**config.mk**
```make
export PLATFORM = sky130hd
export DESIGN_NAME = pinc_lsu
export DESIGN_NICKNAME = d
export VERILOG_FILES = /design/src/rtl/pinc_lsu_pkg.sv /design/src/rtl/pinc_lsu_offset.sv /design/src/rtl/pinc_lsu_fmt.sv /design/src/rtl/pinc_lsu_ctrl.sv /design/src/rtl/pinc_lsu.sv
export SDC_FILE = /design/constraint.sdc
export NUM_CORES = 1
export LEC_CHECK = 0
export ABC_CLOCK_PERIOD_IN_PS = 4300
export BUFFER_PORTS_ARGS = -buffer_cell sky130_fd_sc_hd__buf_4
export CORE_AREA = 2 2 220 222
export DETAILED_ROUTE_END_ITERATION = 12
export DIE_AREA = 0 0 222 224
export PLACE_DENSITY_LB_ADDON = 0.05
export SKIP_LAST_GASP = 1
export SLEW_MARGIN = 40
export SYNTH_ARGS = -nofsm -noshare
export SYNTH_HDL_FRONTEND = slang
export SYNTH_SLANG_ARGS = --single-unit
```
**constraint.sdc**
```tcl
create_clock -name clk -period 4.3 [get_ports clk]
set_input_delay 0.645 -clock clk [delete_from_list [all_inputs] [get_ports clk]]
set_output_delay 0.645 -clock clk [all_outputs]
set_load 0.01 [all_outputs]
```
**src/rtl/pinc_lsu_pkg.sv**
```systemverilog
package pinc_lsu_pkg;

    // Access size codes; the numeric value is the log2 of the byte count.
    typedef enum logic [1:0] {
        SZ_BYTE  = 2'd0,
        SZ_HALF  = 2'd1,
        SZ_WORD  = 2'd2,
        SZ_DWORD = 2'd3
    } acc_size_e;

    typedef enum logic [2:0] {
        ST_IDLE = 3'd0,
        ST_FLAG = 3'd1,
        ST_REQ  = 3'd2,
        ST_WAIT = 3'd3,
        ST_DONE = 3'd4
    } lsu_state_e;

endpackage

```
**src/rtl/pinc_lsu_offset.sv**
```systemverilog
// Post-access base update: base plus index, or base plus sign-extended immediate.
module pinc_lsu_offset
    import pinc_lsu_pkg::*;
#(
    parameter int XLEN     = 64,
    parameter int IMM_BITS = 16,
    parameter int DW_SCALE = 2
) (
    input  logic [XLEN-1:0]     base,
    input  logic [XLEN-1:0]     index,
    input  logic [IMM_BITS-1:0] imm,
    input  logic                indexed,
    input  acc_size_e           size,
    output logic [XLEN-1:0]     next_base
);

    localparam int EXT_BITS = XLEN - IMM_BITS;

    logic [XLEN-1:0] imm_sx;
    logic [XLEN-1:0] offset;

    always_comb begin
        imm_sx = {{EXT_BITS{imm[IMM_BITS-1]}}, imm};
        // Doubleword immediate form: scaled field, low bits forced to zero.
        if (size == SZ_DWORD && !indexed) begin
            imm_sx[DW_SCALE-1:0] = '0;
        end
        offset    = indexed ? index : imm_sx;
        next_base = base + offset;
    end

endmodule

```
**src/rtl/pinc_lsu_fmt.sv**
```systemverilog
// Size-dependent formatting of load results and store data.
module pinc_lsu_fmt
    import pinc_lsu_pkg::*;
#(
    parameter int XLEN   = 64,
    parameter int NSIZES = 4
) (
    input  acc_size_e       size,
    input  logic            signed_ld,
    input  logic [XLEN-1:0] rdata,
    input  logic [XLEN-1:0] sdata,
    output logic [XLEN-1:0] load_val,
    output logic [XLEN-1:0] store_val
);

    logic [XLEN-1:0] ld_opt [NSIZES];
    logic [XLEN-1:0] st_opt [NSIZES];

    for (genvar g = 0; g < NSIZES; g++) begin : g_lane
        localparam int W = 8 << g;
        if (W >= XLEN) begin : g_full
            assign ld_opt[g] = rdata;
            assign st_opt[g] = sdata;
        end else begin : g_part
            // Algebraic loading exists only for halfword and word.
            localparam bit ALG = (g == 1) || (g == 2);
            logic fill;
            assign fill      = ALG && signed_ld && rdata[W-1];
            assign ld_opt[g] = {{(XLEN-W){fill}}, rdata[W-1:0]};
            assign st_opt[g] = {{(XLEN-W){1'b0}}, sdata[W-1:0]};
        end
    end

    assign load_val  = ld_opt[size];
    assign store_val = st_opt[size];

endmodule

```
**src/rtl/pinc_lsu_ctrl.sv**
```systemverilog
// Sequencing of one operation: accept, request, wait, writeback.
module pinc_lsu_ctrl
    import pinc_lsu_pkg::*;
(
    input  logic clk,
    input  logic rst_n,
    input  logic op_valid,
    input  logic op_bad,
    input  logic mem_req_ready,
    input  logic mem_rsp_valid,
    output logic op_ready,
    output logic take_op,
    output logic capture,
    output logic mem_req_valid,
    output logic bad_form,
    output logic wb_fire
);

    lsu_state_e state, state_nx;

    // State register
    always_ff @(posedge clk or negedge rst_n) begin
        if (!rst_n) begin
            state <= ST_IDLE;
        end else begin
            state <= state_nx;
        end
    end

    // Transitions
    always_comb begin
        state_nx = state;
        unique case (state)
            ST_IDLE: if (op_valid) state_nx = op_bad ? ST_FLAG : ST_REQ;
            ST_FLAG: state_nx = ST_IDLE;
            ST_REQ:  if (mem_req_ready) state_nx = ST_WAIT;
            ST_WAIT: if (mem_rsp_valid) state_nx = ST_DONE;
            ST_DONE: state_nx = ST_IDLE;
            default: state_nx = ST_IDLE;
        endcase
    end

    // Outputs
    always_comb begin
        op_ready      = 1'b0;
        mem_req_valid = 1'b0;
        bad_form      = 1'b0;
        wb_fire       = 1'b0;
        capture       = 1'b0;
        unique case (state)
            ST_IDLE: op_ready      = 1'b1;
            ST_FLAG: bad_form      = 1'b1;
            ST_REQ:  mem_req_valid = 1'b1;
            ST_WAIT: capture       = mem_rsp_valid;
            ST_DONE: wb_fire       = 1'b1;
            default: op_ready      = 1'b0;
        endcase
        take_op = op_ready && op_valid && !op_bad;
    end

endmodule

```
**src/rtl/pinc_lsu.sv**
```systemverilog
module pinc_lsu
    import pinc_lsu_pkg::*;
#(
    parameter int XLEN     = 64,
    parameter int REG_BITS = 5,
    parameter int IMM_BITS = 16
) (
    input  logic                clk,
    input  logic                rst_n,
    input  logic                op_valid,
    output logic                op_ready,
    input  logic                op_is_store,
    input  logic [1:0]          op_size,
    input  logic                op_signed,
    input  logic                op_indexed,
    input  logic [REG_BITS-1:0] op_data_reg,
    input  logic [REG_BITS-1:0] op_base_reg,
    input  logic [XLEN-1:0]     base_val,
    input  logic [XLEN-1:0]     index_val,
    input  logic [IMM_BITS-1:0] imm_val,
    input  logic [XLEN-1:0]     store_val,
    output logic                mem_req_valid,
    input  logic                mem_req_ready,
    output logic [XLEN-1:0]     mem_addr,
    output logic                mem_we,
    output logic [1:0]          mem_size,
    output logic [XLEN-1:0]     mem_wdata,
    input  logic                mem_rsp_valid,
    input  logic [XLEN-1:0]     mem_rdata,
    output logic                bad_form,
    output logic                data_wb_en,
    output logic [REG_BITS-1:0] data_wb_reg,
    output logic [XLEN-1:0]     data_wb_val,
    output logic                base_wb_en,
    output logic [REG_BITS-1:0] base_wb_reg,
    output logic [XLEN-1:0]     base_wb_val
);

    acc_size_e           size_in;
    acc_size_e           size_q;
    logic                op_bad;
    logic                take_op;
    logic                capture;
    logic                wb_fire;
    logic [XLEN-1:0]     next_base;
    logic [XLEN-1:0]     addr_q;
    logic [XLEN-1:0]     nbase_q;
    logic [XLEN-1:0]     store_q;
    logic [XLEN-1:0]     rdata_q;
    logic                signed_q;
    logic                is_store_q;
    logic [REG_BITS-1:0] dreg_q;
    logic [REG_BITS-1:0] breg_q;
    logic [XLEN-1:0]     load_fmt;
    logic [XLEN-1:0]     store_fmt;

    assign size_in = acc_size_e'(op_size);

    // Invalid load form: base is register zero, or base aliases the destination.
    assign op_bad = !op_is_store &&
                    ((op_base_reg == '0) || (op_base_reg == op_data_reg));

    pinc_lsu_ctrl u_ctrl (
        .clk           (clk),
        .rst_n         (rst_n),
        .op_valid      (op_valid),
        .op_bad        (op_bad),
        .mem_req_ready (mem_req_ready),
        .mem_rsp_valid (mem_rsp_valid),
        .op_ready      (op_ready),
        .take_op       (take_op),
        .capture       (capture),
        .mem_req_valid (mem_req_valid),
        .bad_form      (bad_form),
        .wb_fire       (wb_fire)
    );

    pinc_lsu_offset #(
        .XLEN     (XLEN),
        .IMM_BITS (IMM_BITS)
    ) u_offset (
        .base      (base_val),
        .index     (index_val),
        .imm       (imm_val),
        .indexed   (op_indexed),
        .size      (size_in),
        .next_base (next_base)
    );

    pinc_lsu_fmt #(
        .XLEN (XLEN)
    ) u_fmt (
        .size      (size_q),
        .signed_ld (signed_q),
        .rdata     (rdata_q),
        .sdata     (store_q),
        .load_val  (load_fmt),
        .store_val (store_fmt)
    );

    // Operand capture at acceptance; the access address is the raw base.
    always_ff @(posedge clk or negedge rst_n) begin
        if (!rst_n) begin
            addr_q     <= '0;
            nbase_q    <= '0;
            store_q    <= '0;
            size_q     <= SZ_BYTE;
            signed_q   <= 1'b0;
            is_store_q <= 1'b0;
            dreg_q     <= '0;
            breg_q     <= '0;
        end else if (take_op) begin
            addr_q     <= base_val;
            nbase_q    <= next_base;
            store_q    <= store_val;
            size_q     <= size_in;
            signed_q   <= op_signed;
            is_store_q <= op_is_store;
            dreg_q     <= op_data_reg;
            breg_q     <= op_base_reg;
        end
    end

    // Response capture
    always_ff @(posedge clk or negedge rst_n) begin
        if (!rst_n) begin
            rdata_q <= '0;
        end else if (capture) begin
            rdata_q <= mem_rdata;
        end
    end

    assign mem_addr    = addr_q;
    assign mem_we      = is_store_q;
    assign mem_size    = size_q;
    assign mem_wdata   = store_fmt;

    assign data_wb_en  = wb_fire && !is_store_q;
    assign data_wb_reg = dreg_q;
    assign data_wb_val = load_fmt;
    assign base_wb_en  = wb_fire;
    assign base_wb_reg = breg_q;
    assign base_wb_val = nbase_q;

endmodule

```
==> out/results.txt <==
Post-DP HPWL: 47200 um
post-CTS setup buffer count: 0
Final Hold Viols: 0
Seq pwr share: 0.334
Power Dens Cells: 611 nW/um^2
met2 global-route usage: 0.410
io pins: 566
share of the synthesized area in the top cell type: 0.436
leading area contributor after synthesis: dfrtp_1
routed len/inst: 19.7 um
synth unique cells: 67
number of enable flip-flop cells after synthesis: 0
core area: 47300 um^2
initial antenna violation count: 9
Syn Std Cell Area: 15700 um^2
DR pass1 iterations: 5
Layout fillers: 4762
worst-margin pin slew: 0.750 ns
Worst-path clk slew: 0.06 ns
Slew headroom: 0.496
Synth Area per Inst: 7.97 um^2
combinational fraction of design power: 0.436
gr busiest metal: met2
NetSw: 0.00507 W
async set or reset register ratio after synthesis: 1.00
ys flop type: dfrtp_1
Synthesis Warnings: 0
switching part of the total: 0.381
TritonCTS Buffers: 36
global-route wire length before repair: 92600 um
Die ar.: 49700 um^2
met1 usage: 0.293
vias per inst: 4.90
power share of the clock group: 0.231
Die X-Extent: 222 um
Final Net Count: 2835
highest-count cells in the layout ignoring fill and taps: nand2_1 (841), buf_4 (604), dfrtp_1 (272), o21ai_0 (94), a21oi_1 (81)
Mapped Nets: 2321
CTS root buffer: clkbuf_16
Clock Path Buffers: 3
Crit Path Max Fanout: 18
top post-synthesis cells by area: dfrtp_1 (44%), nand2_1 (20%), ha_1 (5.0%)
GR Util met3: 0.0714
TritonCTS Sinks: 273
Vias: 15.3k
FP Rows: 80
Clk Latency, worst-skew pair: 0.55 ns
RePlAce Congestion: 0.850
synth-to-layout area growth: 39.0%
CTS tree: yes
crit path capture type: register
Routed WL: 61400 um
Max VDD drop: 0.291 mV
pin count of the biggest net entering global routing: 86
final setup vio count: 0
Final Util: 0.460
max_cap viols: 0
unrepaired setup endpoints after global routing: no
Max Freq: 273 MHz
die height: 224 um
htree depth: 2
# resized after CTS: 0
most common cell after layout, fill and taps aside: nand2_1
period utilisation layout: 0.851
total grt overflow: 0
Leak: 11.9 nW
CP arrival: 4.09 ns
final setup TNS: 0 ns
Synth Instances: 1965
DRC viols: 0
Final Skew: 0.0111 ns
status: finished clean
vias in the first global route: 15.3k
Hold WC Path Type: in2async
Tmin final: 3.66 ns
critical path class: in2reg
Initial Util: 0.331
Req. time, crit path: 4.73 ns
share of cells above drive strength 1: 0.283
Pint: 0.00823 W
post-route ant nets: 0
initial DRC count: 991
#FFs+latches synth: 273
Final Max Tran Viols: 0
GRT Util Overall: 0.241
Port Buffers: 565
startpoint types: primary input
Seq/Total Area, Yosys: 0.436
post-cts hold buffer count: 0
==> worst max-delay path: stages <==
cell and delay, ns:
buf_4 0.25, nand2b_2 0.18, buf_4 0.17, nand2_1 0.07
ha_1 0.41, a211oi_1 0.30, o21ai_0 0.18, a41o_1 0.30
a21o_1 0.20, o21ai_0 0.32, a21oi_1 0.15, o21bai_1 0.31
and2_1 0.24, xnor2_1 0.07, mux2_2 0.26
==> cell families after synthesis <==
logic type	Yosys count	synth area share
buffers and inverters	150	0.0412
XOR/XNOR	60	0.0336
adder cells (fa/ha/maj)	64	0.0516
AO/OA/AOI/OAI	335	0.138
flip-flops	273	0.436
multiplexers	26	0.0186
AND/OR/NAND/NOR	1057	0.281
==> worst paths after layout <==
check | end | start | slack (ns) | cells past startpoint
hold reg to reg | store_q[43] | store_q[43] | 0.47 | 2
hold / removal | store_q[4] | rst_n | 0.08 | 1
setup / recovery | base_wb_val[54] | op_indexed | 0.64 | 15
setup reg to reg | base_wb_val[59] | u_ctrl.state[2] | 1.82 | 4
min in group clk | rdata_q[28] | mem_rdata[28] | 0.29 | 3
max in group asynchronous | store_q[34] | rst_n | 3.21 | 2
==> synthesized netlist by cell type, types with 12 or more instances <==
cell,instances
nand4_1,20
mux2_2,25
clkbuf_1,102
nor2b_1,22
ha_1,63
and3_1,39
nor2_1,45
buf_4,19
a21oi_1,81
dfrtp_1,273
o21bai_1,14
a21o_1,64
and2_1,25
inv_1,12
xor2_1,31
nand2_1,842
a211oi_1,13
nand3_1,24
o21ai_0,94
xnor2_1,29
==> per-stage QoR <==
stage | setup WS [ns] | area, um^2 | hold slack [ns] | cells | power [W]
global placement | 0.105 | 20500 | 0.450 | 3055 | 0.0102
detailed placement | 0.0659 | 20600 | 0.455 | 3056 | 0.0103
CTS | 0.630 | 21700 | 0.0976 | 3116 | 0.0135
finish | 0.639 | 21800 | 0.0772 | 3121 | 0.0133
global route | 0.430 | 21800 | 0.126 | 3121 | 0.0143
floorplan | 0.385 | 15700 | 0.349 | 1965 | 0.00739
==> area by class of cell <==
type,count,area [um^2],area share
antenna,5,12.5,0.000575
tap,615,769,0.0354
inverter,12,47.5,0.00219
multi-input combinational,1542,8200,0.377
clock buffer,49,1010,0.0465
clock inverter,11,163,0.00748
sequential,273,6830,0.314
timing repair buffer,614,4720,0.217
==> per-layer routing <==
layer  share of wire  wire, um
met1            0.41     25300
met2            0.49     29900
met3           0.072      4400
met4           0.028      1710
met5         0.00093        57
==> power groups by stage <==
stage	clock [W]	combinational, W	sequential (W)
4_1_cts	0.00317	0.00590	0.00443
6_report	0.00307	0.00580	0.00444
5_1_grt	0.00328	0.00641	0.00458
3_5_place_dp	0	0.00588	0.00446
3_3_place_gp	0	0.00583	0.00441
2_1_floorplan	0	0.00280	0.00459
(Power assumes the default switching activity.)
